--- config.mk ---
export PLATFORM = sky130hd
export DESIGN_NAME = wpi_top
export DESIGN_NICKNAME = d
export VERILOG_FILES = /design/src/rtl/wpi_pkg.sv /design/src/rtl/wpi_sync.sv /design/src/rtl/wpi_edge.sv /design/src/rtl/wpi_regs.sv /design/src/rtl/wpi_top.sv
export SDC_FILE = /design/constraint.sdc
export NUM_CORES = 1
export LEC_CHECK = 0
export ABC_AREA = 0
export BUFFER_PORTS_ARGS = -buffer_cell sky130_fd_sc_hd__buf_2
export CORE_ASPECT_RATIO = 0.5
export CORE_MARGIN = 2
export CORE_UTILIZATION = 38
export CTS_BUF_LIST = sky130_fd_sc_hd__clkbuf_8
export DETAILED_ROUTE_END_ITERATION = 10
export PLACE_DENSITY = 0.74
export SLEW_MARGIN = 20
export SYNTH_ARGS = -nofsm -noshare
export SYNTH_HDL_FRONTEND = slang
export SYNTH_HIERARCHICAL = 1
export SYNTH_SLANG_ARGS = --single-unit
--- constraint.sdc ---
create_clock -name clk -period 1.1 [get_ports clk]
set_input_delay 0.055 -clock clk [delete_from_list [all_inputs] [get_ports clk]]
set_output_delay 0.055 -clock clk [all_outputs]
set_load 0.02 [all_outputs]
--- src/rtl/wpi_pkg.sv ---
package wpi_pkg;
  localparam int ADR_STATUS = 0;
  localparam int ADR_ENABLE = 1;
  localparam int ADR_EDGE   = 2;
  localparam int ADR_GPIO   = 3;
  localparam int NUM_ENGINE_SRC = 2;

  typedef enum logic [1:0] {
    EDGE_NONE = 2'b00,
    EDGE_RISE = 2'b01,
    EDGE_FALL = 2'b10,
    EDGE_BOTH = 2'b11
  } edge_sel_e;
endpackage

--- src/rtl/wpi_sync.sv ---
module wpi_sync #(
  parameter int WIDTH = 2
) (
  input  logic             clk,
  input  logic             rst_n,
  input  logic [WIDTH-1:0] async_i,
  output logic [WIDTH-1:0] sync_o
);
  logic [WIDTH-1:0] meta_q, meta_d;
  logic [WIDTH-1:0] sync_q, sync_d;

  always_comb begin
    meta_d = async_i;
    sync_d = meta_q;
  end

  always_ff @(posedge clk or negedge rst_n) begin
    if (!rst_n) begin
      meta_q <= '0;
      sync_q <= '0;
    end else begin
      meta_q <= meta_d;
      sync_q <= sync_d;
    end
  end

  assign sync_o = sync_q;
endmodule

--- src/rtl/wpi_edge.sv ---
module wpi_edge #(
  parameter int NUM_PINS = 2
) (
  input  logic                  clk,
  input  logic                  rst_n,
  input  logic [NUM_PINS-1:0]   level_i,
  input  logic [2*NUM_PINS-1:0] sel_i,
  output logic [NUM_PINS-1:0]   edge_o
);
  logic [NUM_PINS-1:0] prev_q, prev_d;

  always_comb prev_d = level_i;

  always_ff @(posedge clk or negedge rst_n) begin
    if (!rst_n) prev_q <= '0;
    else        prev_q <= prev_d;
  end

  for (genvar p = 0; p < NUM_PINS; p++) begin : g_pin
    logic rise, fall;
    logic [1:0] sel;
    assign sel  = sel_i[2*p +: 2];
    assign rise = level_i[p] & ~prev_q[p];
    assign fall = ~level_i[p] & prev_q[p];
    assign edge_o[p] = (rise & sel[0]) | (fall & sel[1]);


    none_quiet_chk: assert property (@(posedge clk) disable iff (!rst_n)
      (sel == 2'b00) |-> !edge_o[p]);

    rise_only_chk: assert property (@(posedge clk) disable iff (!rst_n)
      (edge_o[p] && sel == 2'b01) |-> level_i[p]);

    fall_only_chk: assert property (@(posedge clk) disable iff (!rst_n)
      (edge_o[p] && sel == 2'b10) |-> !level_i[p]);
  end
endmodule

--- src/rtl/wpi_regs.sv ---
module wpi_regs
  import wpi_pkg::*;
#(
  parameter int NUM_WAIT = 2,
  parameter int ADDR_W   = 3,
  parameter int DATA_W   = 32,
  localparam int NUM_SRC = NUM_ENGINE_SRC + NUM_WAIT,
  localparam int SEL_W   = 2 * NUM_WAIT
) (
  input  logic              clk,
  input  logic              rst_n,
  input  logic [NUM_SRC-1:0] set_i,
  input  logic [NUM_WAIT-1:0] gpio_i,
  input  logic [ADDR_W-1:0] addr_i,
  input  logic              wr_i,
  input  logic [DATA_W-1:0] wdata_i,
  output logic [DATA_W-1:0] rdata_o,
  output logic [SEL_W-1:0]  edge_sel_o,
  output logic              irq_o
);
  logic [NUM_SRC-1:0] st_q, st_d, en_q, en_d;
  logic [SEL_W-1:0]   sel_q, sel_d;
  logic               wr_st, wr_en, wr_sel;

  assign wr_st  = wr_i && (addr_i == ADDR_W'(ADR_STATUS));
  assign wr_en  = wr_i && (addr_i == ADDR_W'(ADR_ENABLE));
  assign wr_sel = wr_i && (addr_i == ADDR_W'(ADR_EDGE));

  always_comb begin
    st_d = st_q;
    if (wr_st) st_d = st_d & ~wdata_i[NUM_SRC-1:0];
    st_d = st_d | set_i;
    en_d  = wr_en  ? wdata_i[NUM_SRC-1:0] : en_q;
    sel_d = wr_sel ? wdata_i[SEL_W-1:0]   : sel_q;
  end

  always_ff @(posedge clk or negedge rst_n) begin
    if (!rst_n) begin
      st_q  <= '0;
      en_q  <= '0;
      sel_q <= {NUM_WAIT{EDGE_RISE}};
    end else begin
      st_q  <= st_d;
      en_q  <= en_d;
      sel_q <= sel_d;
    end
  end

  always_comb begin
    rdata_o = '0;
    case (addr_i)
      ADDR_W'(ADR_STATUS): rdata_o[NUM_SRC-1:0]  = st_q;
      ADDR_W'(ADR_ENABLE): rdata_o[NUM_SRC-1:0]  = en_q;
      ADDR_W'(ADR_EDGE):   rdata_o[SEL_W-1:0]    = sel_q;
      ADDR_W'(ADR_GPIO):   rdata_o[NUM_WAIT-1:0] = gpio_i;
      default:             rdata_o = '0;
    endcase
  end

  assign edge_sel_o = sel_q;
  assign irq_o      = |(st_q & en_q);


  sticky_chk: assert property (@(posedge clk) disable iff (!rst_n)
    !wr_st |=> (($past(st_q) & ~st_q) == '0));

  set_lands_chk: assert property (@(posedge clk) disable iff (!rst_n)
    (set_i != '0) |=> ((st_q & $past(set_i)) == $past(set_i)));

  masked_quiet_chk: assert property (@(posedge clk) disable iff (!rst_n)
    (en_q == '0) |-> !irq_o);

  unmapped_hold_chk: assert property (@(posedge clk) disable iff (!rst_n)
    (wr_i && addr_i > ADDR_W'(ADR_GPIO)) |=> ($stable(en_q) && $stable(sel_q)));
endmodule

--- src/rtl/wpi_top.sv ---
module wpi_top
  import wpi_pkg::*;
#(
  parameter int NUM_WAIT = 2,
  parameter int ADDR_W   = 3,
  parameter int DATA_W   = 32
) (
  input  logic                clk,
  input  logic                rst_n,
  input  logic [NUM_WAIT-1:0] wait_pin_i,
  input  logic                fifo_evt_i,
  input  logic                tc_evt_i,
  input  logic [ADDR_W-1:0]   reg_addr_i,
  input  logic                reg_wr_i,
  input  logic [DATA_W-1:0]   reg_wdata_i,
  output logic [DATA_W-1:0]   reg_rdata_o,
  output logic                irq_o
);
  localparam int NUM_SRC = NUM_ENGINE_SRC + NUM_WAIT;
  localparam int SEL_W   = 2 * NUM_WAIT;

  logic [NUM_WAIT-1:0] lvl, pin_edge;
  logic [SEL_W-1:0]    sel;
  logic [NUM_SRC-1:0]  src_set;

  wpi_sync #(.WIDTH(NUM_WAIT)) u_sync (
    .clk(clk), .rst_n(rst_n), .async_i(wait_pin_i), .sync_o(lvl));

  wpi_edge #(.NUM_PINS(NUM_WAIT)) u_edge (
    .clk(clk), .rst_n(rst_n), .level_i(lvl), .sel_i(sel), .edge_o(pin_edge));

  // fixed source numbering
  assign src_set = {pin_edge, tc_evt_i, fifo_evt_i};

  wpi_regs #(.NUM_WAIT(NUM_WAIT), .ADDR_W(ADDR_W), .DATA_W(DATA_W)) u_regs (
    .clk(clk), .rst_n(rst_n), .set_i(src_set), .gpio_i(lvl),
    .addr_i(reg_addr_i), .wr_i(reg_wr_i), .wdata_i(reg_wdata_i),
    .rdata_o(reg_rdata_o), .edge_sel_o(sel), .irq_o(irq_o));
endmodule

==> metrics.csv, run 1 <==
metric,value,unit
multi_input_area,545.5,um^2
clkTransAtPathRegs,0.06,ns
worstReg2RegStart,u_sync/sync_o[0],
ff2ff_setup_slack,-0.02,ns
drtAntennaViolNets,0,
leakage,0.0006565,uW
grt_pass1_vias,704,
ys_ff_latch,18,
finalPower,1910,uW
crit_fanout,2,
port_buffers,18,
holdCritStartpoint,reg_wdata_i[3],
gr-total-overflow,0,
cap_violations,0,
die_w,79.26,um
vias_per_cell,4.341,
cts.sinks,18,
seq_area,452.9,um^2
drv_slew,0,
antenna_cells,0,
whs,0.07608,ns
cts_buffers,3,
cts_htree_levels,1,
layout_commonest_cell,conb_1,
clock-skew-final,0.0006868,ns
setup_ws,-0.3438,ns
synthCells,89,
slowest_stage,mux4_2,
yosys.area_share.simple,0.1256,
grt_pass1_wl,3.284,mm
final_cell_mix,"conb_1 (28), buf_4 (16), dfrtp_1 (16)",
synth_fa_ha_area_frac,0,
remaining_drc_errors,0,
synth_area,1076,um^2
fin_tns_setup,-1.139,ns
track_usage,0.1319,
crit_path_max_incr_delay,0.45,ns
nNetsFinal,174,
avgSynthCellArea,12.09,um^2
criticalPathCategory,reg -> out,
synth_xor_area_frac,0,
synthFlopType,dfrtp_1,
worst-r2r-cell-count,6,
r2r_end,u_regs/st_q[2],
critPathArrivalTime,1.39,ns
final-setup-viol-count,6,
drive_gt1_frac,0.5000,
holdPathStages,2,
path_cells,mux4_2 > nor2b_2 > buf_6,
cts_tree,done,
wl,2.137,mm
violations,negative setup slack,
critPathTopFamily,multiplexers,
start_util,0.4084,
period_minus_slack,1.444,ns
crit_buf_inv,1,
power.density,1364,nW/um^2
hold_violations,0,
wire_per_inst,12.80,um
core_area,2635,um^2
synthArstFlopShare,1.000,
ys_types,18,
ctsRootBufferMaster,clkbuf_8,
hold_end,u_regs/en_q[3],
nFillCells,212,
synth_edf_count,0,
ir_worst_vdd,608.8,uV
dr.first_iter.drc_count,32,
ios,75,
synth_top_family_by_area,buffers and inverters,
ctsLongestPathBuffers,2,
max_freq,692.6,MHz
ys_warn_count,6,
synth_compound_area_frac,0.08605,
grt_max_degree,19,
die_h,41.63,um
period_share,1.313,
gp_congestion,0.7832,
drt_pass1_iterations,4,
crit_path_end_kind,primary output,
place_hpwl,1.465,mm
std_cell_rows,13,
cp-start-kind,flip-flop,
muxShareOfSynthArea,0.1535,
min_path_type,in -> reg,
vias,725,
cp.required,1.04,ns
utilization,0.5313,
die_area,3299,um^2
clkLatencyLatePin,0.24,ns
rsz0062_at_grt,true,
area_growth,30.12,%
yosysSeqAreaShare,0.4209,
antenna_found_initial,0,
status,finished with violations,
[per-stage QoR]
| step | setup slack (ns) | instance area (um^2) | std cells |
|---|---|---|---|
| 2_1_floorplan | 0.01148 | 1190 | 116 |
| 3_3_place_gp | -0.07439 | 1197 | 154 |
| 3_5_place_dp | -0.07114 | 1197 | 154 |
| 4_1_cts | -0.3489 | 1363 | 165 |
| 5_1_grt | -0.3811 | 1400 | 167 |
| 6_report | -0.3438 | 1400 | 167 |
[state kept, by name, summed over array words and instances, names as in the netlist]
name and cells:
u_regs/st_q 4, u_sync/meta_q 2, u_regs/edge_sel_o 4, u_edge/prev_q 2, u_sync/sync_o 2, u_regs/en_q 4
[where the power goes]
part / internal [uW] / leakage [uW] / switching, uW
combinational: 351 / 0.000435 / 300
clock: 242 / 0.0000216 / 192
sequential: 763 / 0.000200 / 62.8
total: 1360 / 0.000657 / 554
[cells by family (layout without fill, tap and decap cells)]
family | after synthesis | in the layout
compound gates | 12 | 12
simple gates | 18 | 18
flops | 18 | 18
other cells | 1 | 28
mux | 10 | 10
buf+inv | 30 | 44
[worst reg2reg max path, stage by stage, from the launching register on]
cell	delay (ns)
dfrtp_1	0.37
buf_4	0.13
buf_6	0.10
buf_6	0.11
nand3b_1	0.09
o21ai_2	0.06
a21o_1	0.14
[Yosys cell counts (4+ instances only)]
| library cell | number | share of area |
|---|---|---|
| buf_4 | 28 | 0.20 |
| a211oi_1 | 4 | 0.028 |
| nor2b_1 | 4 | 0.023 |
| a21o_1 | 4 | 0.028 |
| nand2_1 | 7 | 0.024 |
| mux2_4 | 8 | 0.11 |
| dfrtp_1 | 16 | 0.37 |
[layer usage]
| layer | GRT usage | vias up | wire length, um |
|---|---|---|---|
| met5 | 0 | - | 0 |
| met4 | 0.04138 | 0 | 0 |
| met3 | 0.01957 | 0 | 99 |
| met2 | 0.2407 | 33 | 1128 |
| met1 | 0.1618 | 358 | 909 |
| li1 | - | 334 | - |
[timing repair]
action                     CTS  global route
setup endpoints to repair    5             5
setup buffers                4             2
resized for setup           14             6
hold endpoints to repair    20             0
hold buffers                 5             0
pin swaps                    7             3
[final cells by class]
type,instances,area share
tap,37,0.03307
multi-input combinational,68,0.3896
clock buffer,3,0.02949
timing repair buffer,41,0.2243
sequential,18,0.3235
[worst max-delay path by stage]
stage / cells after the start / slack (ns) / start / to
3_5_place_dp: 3 / -0.07 / u_sync/sync_o[1] / reg_rdata_o[1]
6_report: 3 / -0.34 / u_regs/en_q[0] / reg_rdata_o[0]
4_1_cts: 3 / -0.35 / u_regs/st_q[1] / reg_rdata_o[1]
3_3_place_gp: 3 / -0.07 / u_sync/sync_o[1] / reg_rdata_o[1]
5_1_grt: 3 / -0.38 / u_regs/en_q[0] / reg_rdata_o[0]
2_1_floorplan: 2 / 0.01 / u_sync/sync_o[0] / reg_rdata_o[0]
(Power assumes the default switching activity.)
==> run 2: changes to the inputs <==
--- a/config.mk
+++ b/config.mk
@@ -12,6 +12,7 @@
 export CORE_UTILIZATION = 38
 export CTS_BUF_LIST = sky130_fd_sc_hd__clkbuf_8
 export DETAILED_ROUTE_END_ITERATION = 10
+export GPL_TIMING_DRIVEN = 0
 export PLACE_DENSITY = 0.74
 export SLEW_MARGIN = 20
 export SYNTH_ARGS = -nofsm -noshare
==> run 2 against run 1 <==
The flow still finishes with violations (negative setup slack). Flip-flop and latch count stayed put. Via count is 12% higher. Power is 7.8% higher. Setup slack worse by 0.0077 ns. Wire length is 18% higher. Sequential share of layout area is 3.7 points lower. Critical path depth stayed put. Fmax is 0.53% lower. Critical endpoint is now reg_rdata_o[1].
==> metrics.csv, run 2 (synthesis results as in run 1) <==
metric,value,unit,change
track_usage,0.1361,,was 0.1319
std_cell_rows,13,,unchanged
ctsRootBufferMaster,clkbuf_8,,unchanged
final-setup-viol-count,5,,was 6
area_growth,46.74,%,was 30.12%
power.density,1304,nW/um^2,was 1364 nW/um^2
critPathTopFamily,multiplexers,,unchanged
ir_worst_vdd,766.4,uV,was 608.8 uV
setup_ws,-0.3515,ns,was -0.3438 ns
gp_congestion,0.7402,,was 0.7832
clkLatencyLatePin,0.25,ns,was 0.24 ns
drive_gt1_frac,0.5724,,was 0.5000
drv_slew,0,,unchanged
criticalPathCategory,reg -> out,,unchanged
rsz0062_at_grt,true,,unchanged
grt_max_degree,19,,unchanged
layoutNonFillerInstCount,189,,was 167
cp-start-kind,flip-flop,,unchanged
status,finished with violations,,unchanged
final_cell_area,1579,um^2,was 1400 um^2
cts.sinks,18,,unchanged
clockPowerShare,0.259,,was 0.227
die_h,41.63,um,unchanged
cap_violations,0,,unchanged
p_sw,598.2,uW,was 554.2 uW
leakage,0.0007955,uW,was 0.0006565 uW
dpl_cell_area,1321,um^2,was 1197 um^2
violations,negative setup slack,,unchanged
critPathArrivalTime,1.40,ns,was 1.39 ns
remaining_drc_errors,0,,unchanged
p_int,1460,uW,was 1355 uW
cp.required,1.04,ns,about the same
gr-total-overflow,0,,unchanged
cts_tree,done,,unchanged
place_hpwl,1.391,mm,was 1.465 mm
start_util,0.4084,,unchanged
utilization,0.5992,,was 0.5313
ff2ff_setup_slack,0,ns,was -0.02 ns
grt_pass1_vias,739,,was 704
hold_end,u_regs/en_q[3],,unchanged
holdPathStages,2,,unchanged
ctsLongestPathBuffers,2,,unchanged
wl,2.519,mm,was 2.137 mm
crit_path_end_kind,primary output,,unchanged
cts_buffers,3,,unchanged
hold_violations,0,,unchanged
layout_commonest_cell,buf_4,,was conb_1
worst-r2r-cell-count,5,,was 6
seqPwrFrac,0.409,,was 0.432
drt_pass1_iterations,4,,unchanged
min_path_type,in -> reg,,unchanged
power_frac_comb,0.332,,was 0.340
clock-skew-final,0.0007500,ns,was 0.0006868 ns
path_cells,mux4_2 > nor2b_4 > buf_6,,was mux4_2 > nor2b_2 > buf_6
nFillCells,216,,was 212
port_buffers,17,,was 18
antenna_cells,0,,unchanged
final_cell_mix,"buf_4 (39), conb_1 (28), dfrtp_1 (16)",,"was conb_1 (28), buf_4 (16), dfrtp_1 (16)"
die_w,79.26,um,unchanged
antenna_found_initial,0,,unchanged
max_freq,688.9,MHz,was 692.6 MHz
worstReg2RegStart,u_sync/sync_o[0],,unchanged
crit_path_max_incr_delay,0.47,ns,was 0.45 ns
ios,75,,unchanged
slowest_stage,mux4_2,,unchanged
nNetsFinal,195,,was 174
die_area,3299,um^2,unchanged
drtAntennaViolNets,0,,unchanged
grt_pass1_wl,3.401,mm,was 3.284 mm
core_area,2635,um^2,unchanged
crit_fanout,2,,unchanged
clkTransAtPathRegs,0.07,ns,was 0.06 ns
dp.cells,170,,was 154
vias_per_cell,4.291,,was 4.341
vias,811,,was 725
period_minus_slack,1.452,ns,was 1.444 ns
dr.first_iter.drc_count,45,,was 32
period_share,1.320,,was 1.313
holdCritStartpoint,reg_wdata_i[3],,unchanged
wire_per_inst,13.33,um,was 12.80 um
swShare,0.2906,,was 0.2902
r2r_end,u_regs/st_q[2],,unchanged
crit_buf_inv,1,,unchanged
cts_htree_levels,1,,unchanged
[run 2: power by group through the flow]
stage               combinational, uW  sequential (uW)  clock, uW
finish                            684              842        533
global route                      717              851        579
CTS                               619              828        534
detailed placement                498              841          0
global placement                  490              840          0
floorplan                         413              821          0
[run 2: area by class of cell]
type                       instances  area [um^2]  area share
multi-input combinational         68        560.5      0.3550
sequential                        18        452.9      0.2868
timing repair buffer              32        237.7      0.1506
buffer                            30        226.5      0.1434
clock buffer                       4        55.05     0.03487
tap                               37        46.29     0.02932
[run 2: worst max path at each step]
stage	startpoint	end	slack [ns]	depth (start not counted)
2_1_floorplan	u_sync/sync_o[0]	reg_rdata_o[0]	0.01	2
5_1_grt	u_sync/sync_o[1]	reg_rdata_o[1]	-0.37	3
6_report	u_sync/sync_o[1]	reg_rdata_o[1]	-0.35	3
3_3_place_gp	u_sync/sync_o[0]	reg_rdata_o[0]	-0.13	3
4_1_cts	u_regs/st_q[1]	reg_rdata_o[1]	-0.36	3
3_5_place_dp	u_sync/sync_o[0]	reg_rdata_o[0]	-0.15	3
[run 2: routing by layer]
metal / track usage / vias to the layer above / routed length (um)
met1: 0.1508 / 380 / 913
met5: 0 / - / 0
met2: 0.2559 / 51 / 1312
met4: 0.04138 / 0 / 44
li1: - / 376 / -
met3: 0.03696 / 4 / 248
[run 2: stage by stage]
stage          total power, uW  setup WS (ns)  setup TNS [ns]  hold slack (ns)
2_1_floorplan             1234        0.01148               0          -0.2406
3_3_place_gp              1331        -0.1251         -0.4661        -0.002696
3_5_place_dp              1339        -0.1483         -0.5823        -0.004189
4_1_cts                   1981        -0.3607          -1.124          0.06984
5_1_grt                   2147        -0.3693          -1.392          0.06189
6_report                  2059        -0.3515          -1.207          0.06593
[run 2: repair_timing]
item / CTS / global route
hold buffers: 5 / 0
setup buffers: 7 / 3
pin swaps: 5 / 0
setup endpoints to repair: 5 / 5
gates resized for setup: 14 / 5
endpoints found under the hold margin: 20 / 0
